## src/rtl/pwrseq_pkg.sv

```systemverilog
package pwrseq_pkg;
    localparam int unsigned NUM_EN = 4;

    typedef enum logic [2:0] {
        ST_IDLE,
        ST_QUAL,
        ST_WAIT_B,
        ST_WAIT_C,
        ST_WAIT_D,
        ST_DONE
    } seq_state_t;
endpackage

```

## src/rtl/pwrseq_deglitch.sv

```systemverilog
module pwrseq_deglitch #(
    parameter int unsigned TICKS   = 4,
    parameter logic        RST_VAL = 1'b0
) (
    input  logic clk,
    input  logic rst_n,
    input  logic raw_i,
    output logic filt_o
);
    localparam int unsigned CNT_W = (TICKS > 1) ? $clog2(TICKS) : 1;
    localparam logic [CNT_W-1:0] LIM = CNT_W'(TICKS - 1);

    logic [CNT_W-1:0] cnt_q;

    always_ff @(posedge clk or negedge rst_n) begin
        if (!rst_n) begin
            filt_o <= RST_VAL;
            cnt_q  <= '0;
        end else if (raw_i == filt_o) begin
            cnt_q <= '0;
        end else if (cnt_q == LIM) begin
            filt_o <= raw_i;
            cnt_q  <= '0;
        end else begin
            cnt_q <= cnt_q + 1'b1;
        end
    end

    // the filtered value only ever moves toward the raw input
    assert_filter_follow_R10: assert property (@(posedge clk) disable iff (!rst_n)
        (filt_o != $past(filt_o)) |-> ($past(raw_i) == filt_o));
endmodule

```

## src/rtl/pwrseq_timer.sv

```systemverilog
module pwrseq_timer #(
    parameter int unsigned W = 8
) (
    input  logic         clk,
    input  logic         rst_n,
    input  logic         clr_i,
    input  logic [W-1:0] limit_i,
    output logic         done_o
);
    localparam logic [W-1:0] CNT_MAX = '1;

    logic [W-1:0] cnt_q;

    always_ff @(posedge clk or negedge rst_n) begin
        if (!rst_n) begin
            cnt_q <= '0;
        end else if (clr_i) begin
            cnt_q <= '0;
        end else if (cnt_q != CNT_MAX) begin
            cnt_q <= cnt_q + 1'b1;
        end
    end

    assign done_o = (cnt_q == limit_i);
endmodule

```

## src/rtl/pwrseq_ctrl.sv

```systemverilog
module pwrseq_ctrl
    import pwrseq_pkg::*;
#(
    parameter int unsigned DLY_W      = 8,
    parameter int unsigned FILT_TICKS = 4,
    parameter bit          ACTIVE_LOW = 1'b0
) (
    input  logic             clk,
    input  logic             rst_n,
    input  logic             por_i,
    input  logic             uv_good_i,
    input  logic             ov_flag_i,
    input  logic             seq_en_i,
    input  logic [DLY_W-1:0] start_dly_i,
    input  logic [DLY_W-1:0] dly_b_i,
    input  logic [DLY_W-1:0] dly_c_i,
    input  logic [DLY_W-1:0] dly_d_i,
    output logic [3:0]       en_o,
    output logic             fault_o
);
    seq_state_t        state_q, state_d;
    logic              uv_f, ov_f, compliant, go;
    logic              tmr_clr, tmr_done;
    logic [DLY_W-1:0]  tmr_limit;
    logic [NUM_EN-1:0] act;

    pwrseq_deglitch #(.TICKS(FILT_TICKS), .RST_VAL(1'b0)) u_uv_filt (
        .clk(clk), .rst_n(rst_n), .raw_i(uv_good_i), .filt_o(uv_f)
    );

    pwrseq_deglitch #(.TICKS(FILT_TICKS), .RST_VAL(1'b0)) u_ov_filt (
        .clk(clk), .rst_n(rst_n), .raw_i(ov_flag_i), .filt_o(ov_f)
    );

    assign compliant = uv_f & ~ov_f;
    assign go        = compliant & seq_en_i & ~por_i;
    assign fault_o   = ~compliant;

    always_comb begin
        unique case (state_q)
            ST_QUAL:   tmr_limit = start_dly_i;
            ST_WAIT_B: tmr_limit = dly_b_i;
            ST_WAIT_C: tmr_limit = dly_c_i;
            ST_WAIT_D: tmr_limit = dly_d_i;
            default:   tmr_limit = '0;
        endcase
    end

    assign tmr_clr = (state_d != state_q) || (state_q == ST_IDLE);

    pwrseq_timer #(.W(DLY_W)) u_timer (
        .clk(clk), .rst_n(rst_n), .clr_i(tmr_clr),
        .limit_i(tmr_limit), .done_o(tmr_done)
    );

    // next-state logic
    always_comb begin
        state_d = state_q;
        unique case (state_q)
            ST_IDLE:   if (go) state_d = ST_QUAL;
            ST_QUAL:   if (!go) state_d = ST_IDLE; else if (tmr_done) state_d = ST_WAIT_B;
            ST_WAIT_B: if (!go) state_d = ST_IDLE; else if (tmr_done) state_d = ST_WAIT_C;
            ST_WAIT_C: if (!go) state_d = ST_IDLE; else if (tmr_done) state_d = ST_WAIT_D;
            ST_WAIT_D: if (!go) state_d = ST_IDLE; else if (tmr_done) state_d = ST_DONE;
            ST_DONE:   if (!go) state_d = ST_IDLE;
            default:   state_d = ST_IDLE;
        endcase
    end

    // state register
    always_ff @(posedge clk or negedge rst_n) begin
        if (!rst_n) state_q <= ST_IDLE;
        else        state_q <= state_d;
    end

    // output decode
    always_comb begin
        unique case (state_q)
            ST_WAIT_B: act = 4'b0001;
            ST_WAIT_C: act = 4'b0011;
            ST_WAIT_D: act = 4'b0111;
            ST_DONE:   act = 4'b1111;
            default:   act = 4'b0000;
        endcase
    end

    generate
        if (ACTIVE_LOW) begin : g_pol_low
            assign en_o = ~act;
        end else begin : g_pol_high
            assign en_o = act;
        end
    endgenerate

    generate
        for (genvar i = 1; i < NUM_EN; i++) begin : g_order_chk
            assert_order_R1: assert property (@(posedge clk) disable iff (!rst_n)
                $rose(act[i]) |-> $past(act[i-1]));
        end
    endgenerate

    assert_start_gate_R2: assert property (@(posedge clk) disable iff (!rst_n)
        $rose(act[0]) |-> $past(go));

    assert_window_drop_R5: assert property (@(posedge clk) disable iff (!rst_n)
        !compliant |=> (act == 4'b0000));

    assert_por_hold_R8: assert property (@(posedge clk) disable iff (!rst_n)
        por_i |=> (act == 4'b0000));

    assert_seq_off_R9: assert property (@(posedge clk) disable iff (!rst_n)
        !seq_en_i |=> (act == 4'b0000));
endmodule

```

## config.mk

```make
export PLATFORM = sky130hd
export DESIGN_NAME = pwrseq_ctrl
export DESIGN_NICKNAME = d
export VERILOG_FILES = /design/src/rtl/pwrseq_pkg.sv /design/src/rtl/pwrseq_deglitch.sv /design/src/rtl/pwrseq_timer.sv /design/src/rtl/pwrseq_ctrl.sv
export SDC_FILE = /design/constraint.sdc
export NUM_CORES = 1
export LEC_CHECK = 0
export ABC_AREA = 0
export BUFFER_PORTS_ARGS = -buffer_cell sky130_fd_sc_hd__buf_2
export CAP_MARGIN = 20
export CORE_UTILIZATION = 33
export CTS_CLUSTER_DIAMETER = 80
export DETAILED_ROUTE_END_ITERATION = 7
export SLEW_MARGIN = 20
export SYNTH_ARGS = -nofsm -noshare
export SYNTH_HDL_FRONTEND = slang
export SYNTH_SLANG_ARGS = --single-unit
export TNS_END_PERCENT = 1
```

## constraint.sdc

```tcl
create_clock -name clk -period 3.8 [get_ports clk]
set_input_delay 0.95 -clock clk [delete_from_list [all_inputs] [get_ports clk]]
set_output_delay 0.95 -clock clk [all_outputs]
set_load 0.01 [all_outputs]
```

==> results of run 1 <==
[logic make-up after synthesis]
kind of cell	after synthesis
buf+inv	10
xor+xnor	5
flops	17
mux	4
simple gates	61
compound gates	33
fa+ha+maj	3
[layout by cell type (no fill, tap or decap), types with 2 or more instances in the layout]
| cell | n |
|---|---|
| nand2_1 | 2 |
| nand3_1 | 6 |
| or2_2 | 2 |
| o22ai_1 | 2 |
| mux2_2 | 2 |
| xnor2_1 | 3 |
| a22oi_1 | 4 |
| a32oi_1 | 4 |
| mux2i_1 | 2 |
| and3_1 | 14 |
| a22o_1 | 4 |
| buf_2 | 42 |
| o31a_1 | 4 |
| dfrtp_1 | 17 |
| nor2b_1 | 7 |
| clkbuf_8 | 3 |
| o21ai_0 | 3 |
| ha_1 | 3 |
| nor4_1 | 11 |
| nor2_1 | 3 |
| xor2_1 | 2 |
| nor3_1 | 4 |
| a21oi_1 | 7 |
| or4_1 | 3 |
| buf_4 | 2 |
| inv_1 | 5 |
[flip-flops by register name (all words and copies together), names as in the netlist]
| signal | cells |
|---|---|
| state_q | 3 |
| u_ov_filt.cnt_q | 2 |
| u_ov_filt.filt_o | 1 |
| u_timer.cnt_q | 8 |
| u_uv_filt.cnt_q | 2 |
| u_uv_filt.filt_o | 1 |
[worst min-delay path by stage]
| stage | depth (start not counted) | end | slack, ps | startpoint |
|---|---|---|---|---|
| detailed placement | 1 | u_ov_filt.cnt_q[0] | 430 | u_ov_filt.cnt_q[0] |
| floorplan | 1 | u_ov_filt.cnt_q[0] | 410 | u_ov_filt.cnt_q[0] |
| finish | 1 | u_ov_filt.cnt_q[0] | 440 | u_ov_filt.cnt_q[0] |
| global route | 1 | u_ov_filt.cnt_q[0] | 460 | u_ov_filt.cnt_q[0] |
| CTS | 1 | u_ov_filt.cnt_q[0] | 440 | u_ov_filt.cnt_q[0] |
| global placement | 1 | u_ov_filt.cnt_q[0] | 430 | u_ov_filt.cnt_q[0] |
[power by group through the flow]
stage                     sequential, mW  clock (mW)  combinational (mW)
after global routing               0.235       0.143               0.173
after detailed placement           0.236           0               0.153
after floorplan                    0.229           0               0.110
after CTS                          0.233       0.134               0.155
final                              0.233       0.127               0.153
after global placement             0.233           0               0.147
[final cells by class]
class | count | share of cell area (%)
Clock buffer | 3 | 2.72
Tap cell | 46 | 3.79
Clock inverter | 1 | 0.329
Sequential cell | 17 | 28.0
Inverter | 5 | 1.23
Multi-Input combinational cell | 106 | 49.1
Timing Repair Buffer | 44 | 14.8
[metal layers]
layer | GRT usage, % | vias to the layer above | wire, um
li1 | - | 606 | -
met1 | 18.8 | 559 | 1380
met2 | 29.4 | 35 | 1520
met3 | 1.82 | 4 | 143
met4 | 5.81 | 0 | 37
met5 | 0 | - | 0
==> flow_summary.toml, run 1 <==
[finish]
fin_cells = 222
nets = 218
area_delta_synth_final_pct = 23.9
regArea_sq_um = 425
num_antenna_cells = 0
fillCellCount = 357
fin_area_sq_mm = 0.00152
drive_above_1_share_pct = 32.4
multi_input_area_sq_um = 747
utilization_pct = 44.2

[global_routing]
grt_usage_pct = 16.0
antenna_found_initial = 0
grt_first_pass_wirelength_mm = 5.18
grt_overflow_total = 0
grt_pass1_vias = 1186
grt_max_degree = 18

[clock_network]
cts-htree-levels = 1
ctsResizeCount = 0
clk_pin_slew_ps = 60
cts_buffer_depth = 2
postCtsSetupRepairBufs = 0
numCtsBuffers = 3
clkSinkCount = 17
cts_hold_buf = 0
cts-root-buf = "clkbuf_8"
clk_latency_ps = 240
tritoncts = "yes"

[routing]
drtIter0Drc = 49
routedWlPerCell_um = 13.9
ant_nets = 0
via_count = 1204
dr.pass1.iters = 4
drc_errors = 0
finalWirelength_mm = 3.08
viasPerCell = 5.42

[die]
die_x_um = 63.0
rows = 21
start_util_pct = 35.7
die-area_sq_mm = 0.00397
die_y_um = 63.0
ios = 43
fp.coreArea_sq_mm = 0.00344

[worst_setup_path]
cp-start-kind = "flop"
crit_path_frequent_cell = "or4_1"
endpoint_kind = "flop"
critical-path-max-stage-delay_ps = 650
r2r_slack_ps = 570
cp.depth = 7
reg2reg_from = "state_q[2]"
crit_family = "simple AND/OR/NAND/NOR gates"
slowest_stage = "or4_1"
r2r_end = "u_timer.cnt_q[5]"
crit_start = "state_q[2]"
worstPathRequired_ps = 3890
crit_fanout = 13
crit_arrival_ps = 3320
crit_buf_inv = 0
crit_path_end = "u_timer.cnt_q[5]"
rr_worst_depth = 7
critical_path_class = "reg2reg"
path_cells = "nor3b_4 > a22oi_1 > and3_1 > or4_1 > or4_1 > a21oi_1 > nor4_1"

[synth]
synthFlopType = "dfrtp_1"
synth_top_family_by_area = "simple AND/OR/NAND/NOR gates"
synth_top_area_share_pct = 34.7
synthSimpleGateAreaFrac_pct = 31.4
synth_compound_area_share_pct = 19.4
ys_ff_latch = 17
synth_edf_count = 0
ys_top_cells_by_count = "dfrtp_1 (17), and3_1 (14), nor4_1 (11)"
ys_warn_count = 0
async_reset_ff_share_pct = 100
syn_inst = 133
syn-num-nets = 174
yosysTopAreaCell = "dfrtp_1"
syn-mean-instance-area_sq_um = 9.23
synthTopCellsByArea = "dfrtp_1 (35%), and3_1 (7.1%), nor4_1 (5.6%)"
yosysMostFrequentCell = "dfrtp_1"
syn_area_sq_mm = 0.00123
yosysSeqAreaShare_pct = 34.7
synth.area.mux_share_pct = 3.47
synth_fa_ha_area_share_pct = 3.06
synth_cell_type_count = 40
synth_xor_area_share_pct = 3.57

[min_path]
hp-class = "reg2reg"

[pwr]
power_switching_mw = 0.155
power_mw = 0.512
total_leakage_power_nw = 0.769
seqPwrFrac_pct = 45.4
power.share.clock_pct = 24.8
p_per_area_mw_per_mm2 = 337
p_comb_share_pct = 29.8
ir_drop_mv = 0.250
intPower_mw = 0.357
p_sw_share_pct = 30.3

[sta]
min_period_ps = 3230
maxSlewViolCount = 0
hold_viol = 0
holdWs_ps = 439
finalSetupTns_ps = 0
fmax_mhz = 310
fin_crit_sh_pct = 85.0
slew_headroom_pct = 62.2
worst_pin_slew_ps = 567
setup_viol = 0
rsz0062_at_grt = "false"
fin_skew_ps = 7.07
layout_setup_ws_ps = 572

[outcome]
outcome = "finished clean"

[place]
dp_cells = 218
routabilityCongestion = 0.797
io_buffers = 42
placed_area_sq_mm = 0.00147
dp_hpwl_mm = 2.46
pre_cts_ws_ps = 350

[job]
maxCapViolCount = 0
(Power assumes the default switching activity.)
==> run 2: changes to the inputs <==
==> constraint.sdc (replaced) <==
create_clock -name clk -period 2.75 [get_ports clk]
set_input_delay 0.6875 -clock clk [delete_from_list [all_inputs] [get_ports clk]]
set_output_delay 0.6875 -clock clk [all_outputs]
set_load 0.01 [all_outputs]
==> flow_summary.toml, run 2 (synthesis results as in run 1) <==
[outcome]
outcome = "finished clean"

[global_routing]
grt_max_degree = 18
antenna_found_initial = 0
grt_usage_pct = 17.5
grt_overflow_total = 0
grt_pass1_vias = 1311
grt_first_pass_wirelength_mm = 5.55

[worst_setup_path]
path_cells = "and2b_4 > a32oi_1 > and3_1 > or4_1 > or4_4 > buf_6 > a21oi_4 > buf_6 > nor4_1"
cp-start-kind = "flop"
crit_fanout = 8
critical_path_class = "reg2reg"
crit_path_frequent_cell = "buf_6"
endpoint_kind = "flop"
worstPathRequired_ps = 2890
slowest_stage = "or4_4"
crit_arrival_ps = 2870
critical-path-max-stage-delay_ps = 570

[routing]
dr_wl_met3_um = 162
drc_errors = 0
wl_met2_mm = 1.80
met1_length_mm = 1.38
via_count = 1285
routedWlPerCell_um = 14.4
finalWirelength_mm = 3.37
ant_nets = 0
drtIter0Drc = 36
dr.pass1.iters = 4
viasPerCell = 5.49
routed.top_layer = "met4"

[sta]
worst_pin_slew_ps = 392
layout_setup_ws_ps = 18.1
setup_viol = 0
hold_viol = 0
maxSlewViolCount = 0
min_period_ps = 2730
slew_headroom_pct = 73.8
fin_crit_sh_pct = 99.3
fin_skew_ps = 1.93
fmax_mhz = 366
rsz0062_at_grt = "true"

[clock_network]
cts_buffer_depth = 2
clk_pin_slew_ps = 70
clk_latency_ps = 260
tritoncts = "yes"
cts-htree-levels = 1
numCtsBuffers = 3
clkSinkCount = 17
cts-root-buf = "clkbuf_8"
cts_hold_buf = 0

[finish]
num_antenna_cells = 0
nets = 230
largest_reg_flops = 8
reg.largest.list = "u_timer.cnt_q (8), state_q (3)"
mostFrequentLayoutCells = "buf_2 (42), dfrtp_1 (16), and3_1 (14)"
regMostFlops = "u_timer.cnt_q"
drive_above_1_share_pct = 43.1
area_delta_synth_final_pct = 35.8
utilization_pct = 48.4
final_common_cell = "buf_2"

[place]
routabilityCongestion = 0.798
dp_hpwl_mm = 2.60
pre_cts_ws_ps = -193
io_buffers = 42

[pwr]
total_leakage_power_nw = 0.832
p_per_area_mw_per_mm2 = 483
ir_drop_mv = 0.512

[die]
die-area_sq_mm = 0.00397
fp.coreArea_sq_mm = 0.00344
start_util_pct = 35.7
rows = 21
ios = 43
die_x_um = 63.0
die_y_um = 63.0

[min_path]
hp-class = "in2async"

[job]
maxCapViolCount = 0
run 2: changes by cell type in the layout (fill, tap and decap cells not counted), sizes merged:
| cell | previous run | this run |
|---|---|---|
| buf | 44 | 56 |
run 2: per-layer routing:
metal | up-vias | global-route usage (%)
met4 | 0 | 5.52
li1 | 632 | -
met5 | - | 0
met2 | 35 | 33.6
met3 | 2 | 2.74
met1 | 616 | 19.2
run 2: worst paths after layout:
kind	from	endpoint	slack, ps	depth (start not counted)
max	state_q[0]	u_timer.cnt_q[1]	20	9
min	rst_n	u_timer.cnt_q[7]	340	1
max reg2reg	state_q[0]	u_timer.cnt_q[1]	20	9
min reg2reg	u_ov_filt.cnt_q[0]	u_ov_filt.cnt_q[0]	440	1
max in group asynchronous	rst_n	state_q[0]	2110	1
min in group clk	u_ov_filt.cnt_q[0]	u_ov_filt.cnt_q[0]	440	1
run 2: per-stage QoR:
stage	setup TNS, ps	cells	power (mW)	cell area (sq um)	hold slack (ps)
after floorplan	-57.7	133	0.471	1230	392
after global placement	-1320	229	0.572	1560	425
after detailed placement	-1600	229	0.586	1560	439
after CTS	-32.6	234	0.792	1640	354
after global routing	-728	234	0.858	1670	371
final	0	234	0.805	1670	343
run 2: critical path: cells and delay by family, from the launching register on:
| kind | cells | cell delay [ps] |
|---|---|---|
| flops | 1 | 440 |
| simple gates | 5 | 1610 |
| buf+inv | 2 | 290 |
| compound gates | 2 | 270 |
run 2: report_power, final:
group	switching, mW	total (mW)	leakage, nW	internal (mW)
clock network	0.0929	0.194	0.0255	0.101
registers	0.0289	0.320	0.227	0.292
logic	0.137	0.291	0.580	0.154
total	0.259	0.805	0.832	0.546
run 2: repair_timing:
action                                  CTS  global route
hold endpoints to repair                  0             0
endpoints found under the setup margin   11            11
buffers inserted                          1             0
pin swaps                                10             6
resized for setup                         7             7
run 2: layout make-up:
type / instances / area, sq um
Clock buffer: 3 / 41.3
Sequential cell: 17 / 427
Timing Repair Buffer: 56 / 323
Tap cell: 46 / 57.6
Inverter: 5 / 18.8
Clock inverter: 1 / 5.00
Multi-Input combinational cell: 106 / 795
Fill cell: 348 / 1780
